<file path="src/rtl/uirq_pkg.sv">
package uirq_pkg;

  // Source index, listed from highest to lowest priority
  typedef enum logic [2:0] {
    SRC_LINE    = 3'd0,
    SRC_RXDATA  = 3'd1,
    SRC_TIMEOUT = 3'd2,
    SRC_THR     = 3'd3,
    SRC_MODEM   = 3'd4,
    SRC_NONE    = 3'd7
  } srcSel_t;

  localparam int NUM_SRC = 5;

  // Strobes from control to datapath
  typedef struct packed {
    logic clrLine;
    logic clrRx;
    logic clrTmo;
    logic clrThr;
    logic clrModem;
    logic armThr;
  } clrStrobes_t;

  function automatic logic [3:0] srcCode(srcSel_t s);
    case (s)
      SRC_LINE:    srcCode = 4'b0110;
      SRC_RXDATA:  srcCode = 4'b0100;
      SRC_TIMEOUT: srcCode = 4'b1100;
      SRC_THR:     srcCode = 4'b0010;
      SRC_MODEM:   srcCode = 4'b0000;
      default:     srcCode = 4'b0001;
    endcase
  endfunction

endpackage

</file>
<file path="src/rtl/uirq_ctrl.sv">
module uirq_ctrl
  import uirq_pkg::*;
(
  input  logic        clk,
  input  logic        rstN,
  input  logic        rbrRead,
  input  logic        thrWrite,
  input  logic        iirRead,
  input  logic        lsrRead,
  input  logic        msrRead,
  input  logic        fifoEn,
  input  logic        thrEnable,
  input  logic        thrEmpty,
  input  srcSel_t     reported,
  output clrStrobes_t strb
);

  logic thrEnQ;

  always_ff @(posedge clk or negedge rstN) begin
    if (!rstN) thrEnQ <= 1'b0;
    else       thrEnQ <= thrEnable;
  end

  always_comb begin
    strb.clrLine  = lsrRead;
    strb.clrRx    = rbrRead;
    strb.clrTmo   = rbrRead | ~fifoEn;
    strb.clrModem = msrRead;
    // The identification read clears transmit empty only while it is the reported source
    strb.clrThr   = thrWrite | (iirRead && (reported == SRC_THR));
    // A rising enable bit re-arms transmit empty when the holding register is already empty
    strb.armThr   = thrEnable & ~thrEnQ & thrEmpty;
  end

  // an identification read while another source is reported does not clear transmit empty
  thr_keep_chk: assert property (@(posedge clk) disable iff (!rstN)
    (iirRead && !thrWrite && reported != SRC_THR) |-> !strb.clrThr);

endmodule

</file>
<file path="src/rtl/uirq_datapath.sv">
module uirq_datapath
  import uirq_pkg::*;
#(
  parameter int LINE_W  = 4,
  parameter int MODEM_W = 4
) (
  input  logic               clk,
  input  logic               rstN,
  input  logic [LINE_W-1:0]  lineErr,
  input  logic               rxAvail,
  input  logic               rxTimeout,
  input  logic               thrEmpty,
  input  logic [MODEM_W-1:0] modemDelta,
  input  logic [3:0]         ier,
  input  logic               fifoEn,
  input  logic               msrRead,
  input  clrStrobes_t        strb,
  output srcSel_t            reported,
  output logic [7:0]         iirData,
  output logic               irqOut
);

  logic               rxAvailQ;
  logic               thrEmptyQ;
  logic               irqQ;
  logic [NUM_SRC-1:0] setVec;
  logic [NUM_SRC-1:0] clrVec;
  logic [NUM_SRC-1:0] pendVec;
  logic [NUM_SRC-1:0] enVec;
  logic [NUM_SRC-1:0] activeVec;
  logic [3:0]         code;

  // Edge detectors on the level inputs
  always_ff @(posedge clk or negedge rstN) begin
    if (!rstN) begin
      rxAvailQ  <= 1'b0;
      thrEmptyQ <= 1'b1;
    end else begin
      rxAvailQ  <= rxAvail;
      thrEmptyQ <= thrEmpty;
    end
  end

  always_comb begin
    setVec[SRC_LINE]    = |lineErr;
    setVec[SRC_RXDATA]  = rxAvail & ~rxAvailQ;
    setVec[SRC_TIMEOUT] = rxTimeout & fifoEn;
    setVec[SRC_THR]     = (thrEmpty & ~thrEmptyQ) | strb.armThr;
    setVec[SRC_MODEM]   = |modemDelta;

    clrVec[SRC_LINE]    = strb.clrLine;
    clrVec[SRC_RXDATA]  = strb.clrRx | ~rxAvail;
    clrVec[SRC_TIMEOUT] = strb.clrTmo;
    clrVec[SRC_THR]     = strb.clrThr;
    clrVec[SRC_MODEM]   = strb.clrModem;

    enVec[SRC_LINE]     = ier[2];
    enVec[SRC_RXDATA]   = ier[0];
    enVec[SRC_TIMEOUT]  = ier[0] & fifoEn;
    enVec[SRC_THR]      = ier[1];
    enVec[SRC_MODEM]    = ier[3];
  end

  // One pending latch per source; a set wins over a coincident clear
  for (genvar s = 0; s < NUM_SRC; s++) begin : g_latch
    always_ff @(posedge clk or negedge rstN) begin
      if (!rstN)          pendVec[s] <= 1'b0;
      else if (setVec[s]) pendVec[s] <= 1'b1;
      else if (clrVec[s]) pendVec[s] <= 1'b0;
    end
  end

  assign activeVec = pendVec & enVec;

  // Priority pick: the lowest index wins
  always_comb begin
    reported = SRC_NONE;
    for (int s = NUM_SRC - 1; s >= 0; s--) begin
      if (activeVec[s]) reported = srcSel_t'(s);
    end
  end

  assign code    = srcCode(reported);
  assign iirData = {fifoEn, 3'b000, code};

  always_ff @(posedge clk or negedge rstN) begin
    if (!rstN) irqQ <= 1'b0;
    else       irqQ <= |activeVec;
  end
  assign irqOut = irqQ;

  // bits 6..4 of the identification byte stay zero
  unused_bits_chk: assert property (@(posedge clk) disable iff (!rstN)
    iirData[6:4] == 3'b000);

  // no timeout code outside FIFO mode
  char_mode_chk: assert property (@(posedge clk) disable iff (!rstN)
    !fifoEn |-> !iirData[3]);

  // an enabled line error is reported in the next cycle
  line_report_chk: assert property (@(posedge clk) disable iff (!rstN)
    ((|lineErr) && ier[2]) |=> (iirData[3:0] == 4'b0110));

  // a modem status read with no new change empties the modem latch
  modem_clear_chk: assert property (@(posedge clk) disable iff (!rstN)
    (msrRead && !(|modemDelta)) |=> !pendVec[SRC_MODEM]);

  // the request line follows the pending flag one cycle later
  irq_rise_chk: assert property (@(posedge clk) disable iff (!rstN)
    !iirData[0] |=> irqOut);


  irq_fall_chk: assert property (@(posedge clk) disable iff (!rstN)
    iirData[0] |=> !irqOut);

endmodule

</file>
<file path="src/rtl/uart_irq_ident.sv">
module uart_irq_ident
  import uirq_pkg::*;
#(
  parameter int LINE_W  = 4,
  parameter int MODEM_W = 4
) (
  input  logic               clk,
  input  logic               rstN,
  input  logic [LINE_W-1:0]  lineErr,
  input  logic               rxAvail,
  input  logic               rxTimeout,
  input  logic               thrEmpty,
  input  logic [MODEM_W-1:0] modemDelta,
  input  logic [3:0]         ier,
  input  logic               fifoEn,
  input  logic               rbrRead,
  input  logic               thrWrite,
  input  logic               iirRead,
  input  logic               lsrRead,
  input  logic               msrRead,
  output logic [7:0]         iirData,
  output logic               irqOut
);

  clrStrobes_t strb;
  srcSel_t     reported;

  uirq_ctrl u_ctrl (
    .clk       (clk),
    .rstN      (rstN),
    .rbrRead   (rbrRead),
    .thrWrite  (thrWrite),
    .iirRead   (iirRead),
    .lsrRead   (lsrRead),
    .msrRead   (msrRead),
    .fifoEn    (fifoEn),
    .thrEnable (ier[1]),
    .thrEmpty  (thrEmpty),
    .reported  (reported),
    .strb      (strb)
  );

  uirq_datapath #(
    .LINE_W  (LINE_W),
    .MODEM_W (MODEM_W)
  ) u_dp (
    .clk        (clk),
    .rstN       (rstN),
    .lineErr    (lineErr),
    .rxAvail    (rxAvail),
    .rxTimeout  (rxTimeout),
    .thrEmpty   (thrEmpty),
    .modemDelta (modemDelta),
    .ier        (ier),
    .fifoEn     (fifoEn),
    .msrRead    (msrRead),
    .strb       (strb),
    .reported   (reported),
    .iirData    (iirData),
    .irqOut     (irqOut)
  );

endmodule

</file>
<file path="config.mk">
export PLATFORM = sky130hd
export DESIGN_NAME = uart_irq_ident
export DESIGN_NICKNAME = d
export VERILOG_FILES = /design/src/rtl/uirq_pkg.sv /design/src/rtl/uirq_ctrl.sv /design/src/rtl/uirq_datapath.sv /design/src/rtl/uart_irq_ident.sv
export SDC_FILE = /design/constraint.sdc
export NUM_CORES = 1
export LEC_CHECK = 0
export BUFFER_PORTS_ARGS = -buffer_cell sky130_fd_sc_hd__buf_2
export CORE_AREA = 5 5 42 44
export CTS_CLUSTER_SIZE = 28
export DETAILED_ROUTE_END_ITERATION = 6
export DIE_AREA = 0 0 47 49
export PLACE_DENSITY_LB_ADDON = 0.1
export SYNTH_ARGS = -nofsm -noshare
export SYNTH_HDL_FRONTEND = slang
export SYNTH_SLANG_ARGS = --single-unit
</file>
<file path="constraint.sdc">
create_clock -name clk -period 1.1 [get_ports clk]
set_clock_uncertainty 0.2 [all_clocks]
set_input_delay 0.165 -clock clk [delete_from_list [all_inputs] [get_ports clk]]
set_output_delay 0.165 -clock clk [all_outputs]
set_load 0.02 [all_outputs]
</file>
## Word-level counts from Yosys, hierarchy flattened

Cells that the tools add are included.

| word-level totals | value |
|---|---|
| bits in registers | 9 |
| input bits | 23 |
| output and inout port bits | 9 |
| word-level logic and storage cells | 55 |

| operators by class | value |
|---|---|
| eq/ne operators | 4 |
| muxes and demuxes | 16 |
| bitwise operators | 16 |
| reduce and logical (&&, ||, !) cells | 10 |

Operator list:

| kind | count |
|---|---|
| 4-bit case mux with 5 select lines | 1 |
| 3-bit 2-to-1 mux | 4 |
| 1-bit 2-to-1 mux | 10 |
| 2-bit nonzero test | 5 |
| 4-bit OR reduction | 2 |
| 1-bit AND | 6 |
| 3-bit by 2-bit equality test with 1-bit output (second input constant) | 2 |
| 5-bit AND | 1 |
| 1-bit NOT | 5 |
| 5-bit OR reduction | 1 |
| 1-bit OR | 4 |
| 3-bit by 1-bit equality test with 1-bit output (second input constant) | 1 |
| 3-bit equality test (second input constant) | 1 |
| 3-bit logical NOT | 1 |
| 2-bit 2-to-1 mux | 1 |
| 1-bit logical AND | 1 |

## Depth between registers and ports, before layout

| logic depth | value |
|---|---|
| word-level depth | 12 |
| mapped depth | 3 |
| depth with buffers taken out | 3 |

## By module

Synthesis repeated with hierarchy kept, for this count alone.

| unflattened totals | value |
|---|---|
| cells, all modules | 55 |
| area total of the unflattened synthesis | 493.0 um2 |

By module, submodules not included:

| module | times used | cells each | area each (um2) | sequential area each (um2) |
|---|---|---|---|---|
| uirq_datapath | 1 | 46 | 417.9 | 201.4 |
| uirq_ctrl | 1 | 9 | 75.1 | 25.0 |

## Worst setup path before layout

Ideal clock, no wire load.

| path | value |
|---|---|
| kind | register to output |
| start | register u_dp.pendVec[2] |
| end | output iirData[0] |
| arrival time | 1.255 ns |
| required time | 0.735 ns |
| setup slack | -0.520 ns |
| cell stages (with the launch flop) | 4 |
| path buffers | 0 |
| path through | dfrtp_1 > a21oi_2 > o21ai_2 > a221oi_1 |

| between the ends | value |
|---|---|
| word-level cells in the longest chain between the ends | 6 |
| elaborated cells between the ends (all ways) | 10 |
| classes of those cells | eq/ne (4); mux (4); bitwise (1); reduce/logical (1) |

RTL lines:

| what | RTL line | RTL |
|---|---|---|
| from (decl) | uirq_datapath.sv:28 | `logic [NUM_SRC-1:0] pendVec;` |
| from (signal, indexed assignment) | uirq_datapath.sv:67 | `if (!rstN) pendVec[s] <= 1'b0;` |
| from (signal, indexed assignment) | uirq_datapath.sv:68 | `else if (setVec[s]) pendVec[s] <= 1'b1;` |
| from (signal, indexed assignment) | uirq_datapath.sv:69 | `else if (clrVec[s]) pendVec[s] <= 1'b0;` |
| 5-bit AND (*) | uirq_datapath.sv:73 | `assign activeVec = pendVec & enVec;` |
| 3-bit 2-to-1 mux (*) (3 in a row) | uirq_datapath.sv:79 | `if (activeVec[s]) reported = srcSel_t'(s);` |
| 3-bit equality test (tied with other cells) | uirq_pkg.sv:26 | `case (s)` |
| 4-bit case mux with 5 select lines (*) | uirq_pkg.sv:26 |  |
| to (decl) | uart_irq_ident.sv:21 | `output logic [7:0] iirData,` |

Every way passes the cells marked *; elsewhere a longest branch is shown, timed or not.

## Worst setup path after layout

| path | value |
|---|---|
| start | register u_dp.pendVec[2] |
| end | output iirData[2] |

Same word-level chain as after synthesis.

==> key figures <==
Outcome
  – Status: finished with violations
  – Violated checks: hold timing, setup timing

GRT
  – Vias in the first global route: 449
  – First-pass GRT wire length: 1.75 mm
  – Largest net degree at the start of global routing: 10
  – Grt ovf: 0
  – Initial antenna violation count: 0
  – Gr usage total: 10.5%

Logic synthesis
  – Synthesized flop and latch total: 9
  – Share of the synthesized area in the top cell type: 48.6%
  – Most frequent cell after synthesis: dfrtp_1
  – Register area share after synthesis: 55.0%
  – Post-synth EDFFs: 0
  – Post-synth cell types: 20
  – Avg Inst Size Synth: 10.6 um2
  – Yosys warns: 0
  – Post-synth top cells: 8 x dfrtp_1, 5 x inv_1, 4 x buf_4, 4 x o21ai_0
  – Synth Instances: 39
  – Most used DFF post-synth: dfrtp_1
  – Ys async rst share: 100%
  – Synth area leader: dfrtp_1
  – Synthesized area: 412 um2
  – Ranking of synthesized cells by area: dfrtp_1 49%, buf_4 7.3%, dfstp_2 6.4%

Clocking
  – TritonCTS buffer count: 3
  – Num Clock Sinks: 9
  – CTS root buf: clkbuf_4
  – CTS max path bufs: 2
  – Worst skew pair latency: 0.25 ns
  – Cts hold-fix bufs: 6
  – Clock Pin Slew Worst Setup and Hold Paths: 0.06 ns
  – H-tree depth: 1
  – CTS tree: yes

STA
  – Setup violators final: 8
  – Final hold violation count: 3
  – Final period utilization: 151%
  – Fmax: 600 MHz
  – Setup TNS: -2.99 ns
  – Slew Viols, Final: 0
  – Minimum clock period: 1.67 ns
  – Worst Hold Slack: -0.0933 ns
  – Final worst slack: -0.566 ns
  – RSZ-0062 raised after global routing: true

Cells and area
  – Storage element area: 226 um2
  – Finished Cell Area: 822 um2
  – Fill cells: 133
  – Multi-input gate area: 194 um2
  – Layout cells sized above 1: 59.6%
  – Final core occ: 58.7%
  – Area grow syn2layout: 99.7%
  – Layout net count: 113
  – Antenna fix cells: 0
  – Post-Layout Cell Count: 105

Route
  – Routed length per placed instance: 11.0 um
  – Met2 wire len: 551 um
  – Metal-1 WL: 443 um
  – WL met3: 155 um
  – Vias/cell: 4.23
  – 1st-iter DRT viols: 2
  – Residual DRC: 0
  – Via Count: 444
  – Drt total wl: 1.15 mm
  – Antenna viol nets, final: 0
  – Drt first pass iters: 2
  – Top Layer Used: met3

Place
  – # placed instances: 90
  – Placer Congestion: 0.751
  – Placed Area: 651 um2
  – Post-DP HPWL: 891 um
  – # port buffers: 28

Floorplanning
  – Cell Rows: 14
  – Ports: 32
  – Die area: 2300 um2
  – Die Ht: 49 um
  – Die Width: 47 um
  – Initial Util: 29.4%
  – CORE AREA: 1400 um2

Critical path
  – Critical Path AT: 1.30 ns
  – Startpoint Class: flop
  – Critical path required time: 0.73 ns
  – Crit. End Element: output pin
  – Setup CP Type: reg2out
  – Worst Path Max Fanout: 3

Run
  – Max Cap Violations: 0

Power and ir drop
  – Pwr/cell area: 1020 nW/um2
  – Worst VDD drop: 0.552 mV
  – LEAKAGE: 0.415 nW

Min path
  – Hold Crit Class: in2reg
==> cell usage in the layout, fill, tap and decap left out, types with 2 or more instances in the layout <==
master         count
buf_6              5
conb_1             3
o21ai_0            3
inv_1              5
dfrtp_1            8
buf_4             14
clkbuf_4           3
nor4_1             2
dlygate4sd3_1      6
buf_2             23
==> worst paths after layout <==
kind	from	end	slack (ns)	cells after the start
worst max-delay path	u_dp.pendVec[2]	iirData[2]	-0.57	5
worst min-delay path	lineErr[2]	u_dp.pendVec[0]	-0.09	3
worst max register to register	u_dp.pendVec[2]	u_dp.irqOut	-0.39	5
worst min register to register	u_dp.rxAvailQ	u_dp.pendVec[1]	0.22	1
max in group asynchronous	rstN	u_dp.thrEmptyQ	0.36	2
min in group asynchronous	rstN	u_dp.rxAvailQ	0.09	2
==> flip-flops by register name, indices dropped and copies added, names as in the netlist <==
name	cells
u_dp.pendVec	5
u_ctrl.thrEnQ	1
u_dp.irqOut	1
u_dp.rxAvailQ	1
u_dp.thrEmptyQ	1
==> per-stage QoR <==
| step | power [mW] | hold WS, ns | setup slack, ns |
|---|---|---|---|
| 3_5_place_dp | 0.537 | -0.174 | -0.315 |
| 3_3_place_gp | 0.535 | -0.172 | -0.305 |
| 6_report | 0.837 | -0.0933 | -0.566 |
| 2_1_floorplan | 0.449 | -0.331 | -0.243 |
| 5_1_grt | 0.888 | -0.0986 | -0.631 |
| 4_1_cts | 0.834 | -0.101 | -0.565 |
==> worst max-delay path: stages, from the launching register on <==
cell,delay [ns]
dfrtp_1,0.41
a21oi_4,0.17
o21ai_4,0.10
buf_4,0.14
buf_6,0.11
buf_6,0.12
==> logic make-up after synthesis <==
| group | share of synthesized area (%) |
|---|---|
| AOI/OAI and AO/OA | 21.9 |
| DFF | 55.0 |
| buffers and inverters | 11.9 |
| and+or+nand+nor | 10.3 |
| other | 0.911 |
==> layer usage <==
layer	global-route usage, %	vias to the layer above
met3	3.69	0
met4	5.53	0
met1	12.9	191
li1	-	231
met5	0	-
met2	15.6	22
==> report_power, final <==
part	total, mW	switching (mW)	leakage [nW]	internal (mW)
clock network	0.246	0.107	0.0150	0.139
logic	0.228	0.0996	0.301	0.129
registers	0.363	0.0133	0.0988	0.350
==> area by class of cell <==
type	instances	area share [%]
Clock buffer	4	3.20
Tap cell	16	2.44
Timing Repair Buffer	48	40.9
Sequential cell	9	27.5
Multi-Input combinational cell	23	23.6
Inverter	5	2.28
==> timing repair <==
item | CTS | global route
pin swaps | 3 | 2
hold endpoints to repair | 17 | 3
endpoints found under the setup margin | 7 | 8
setup buffers | 2 | 3
gates resized for setup | 11 | 2
Note: power is estimated with default switching activity, not from simulation.
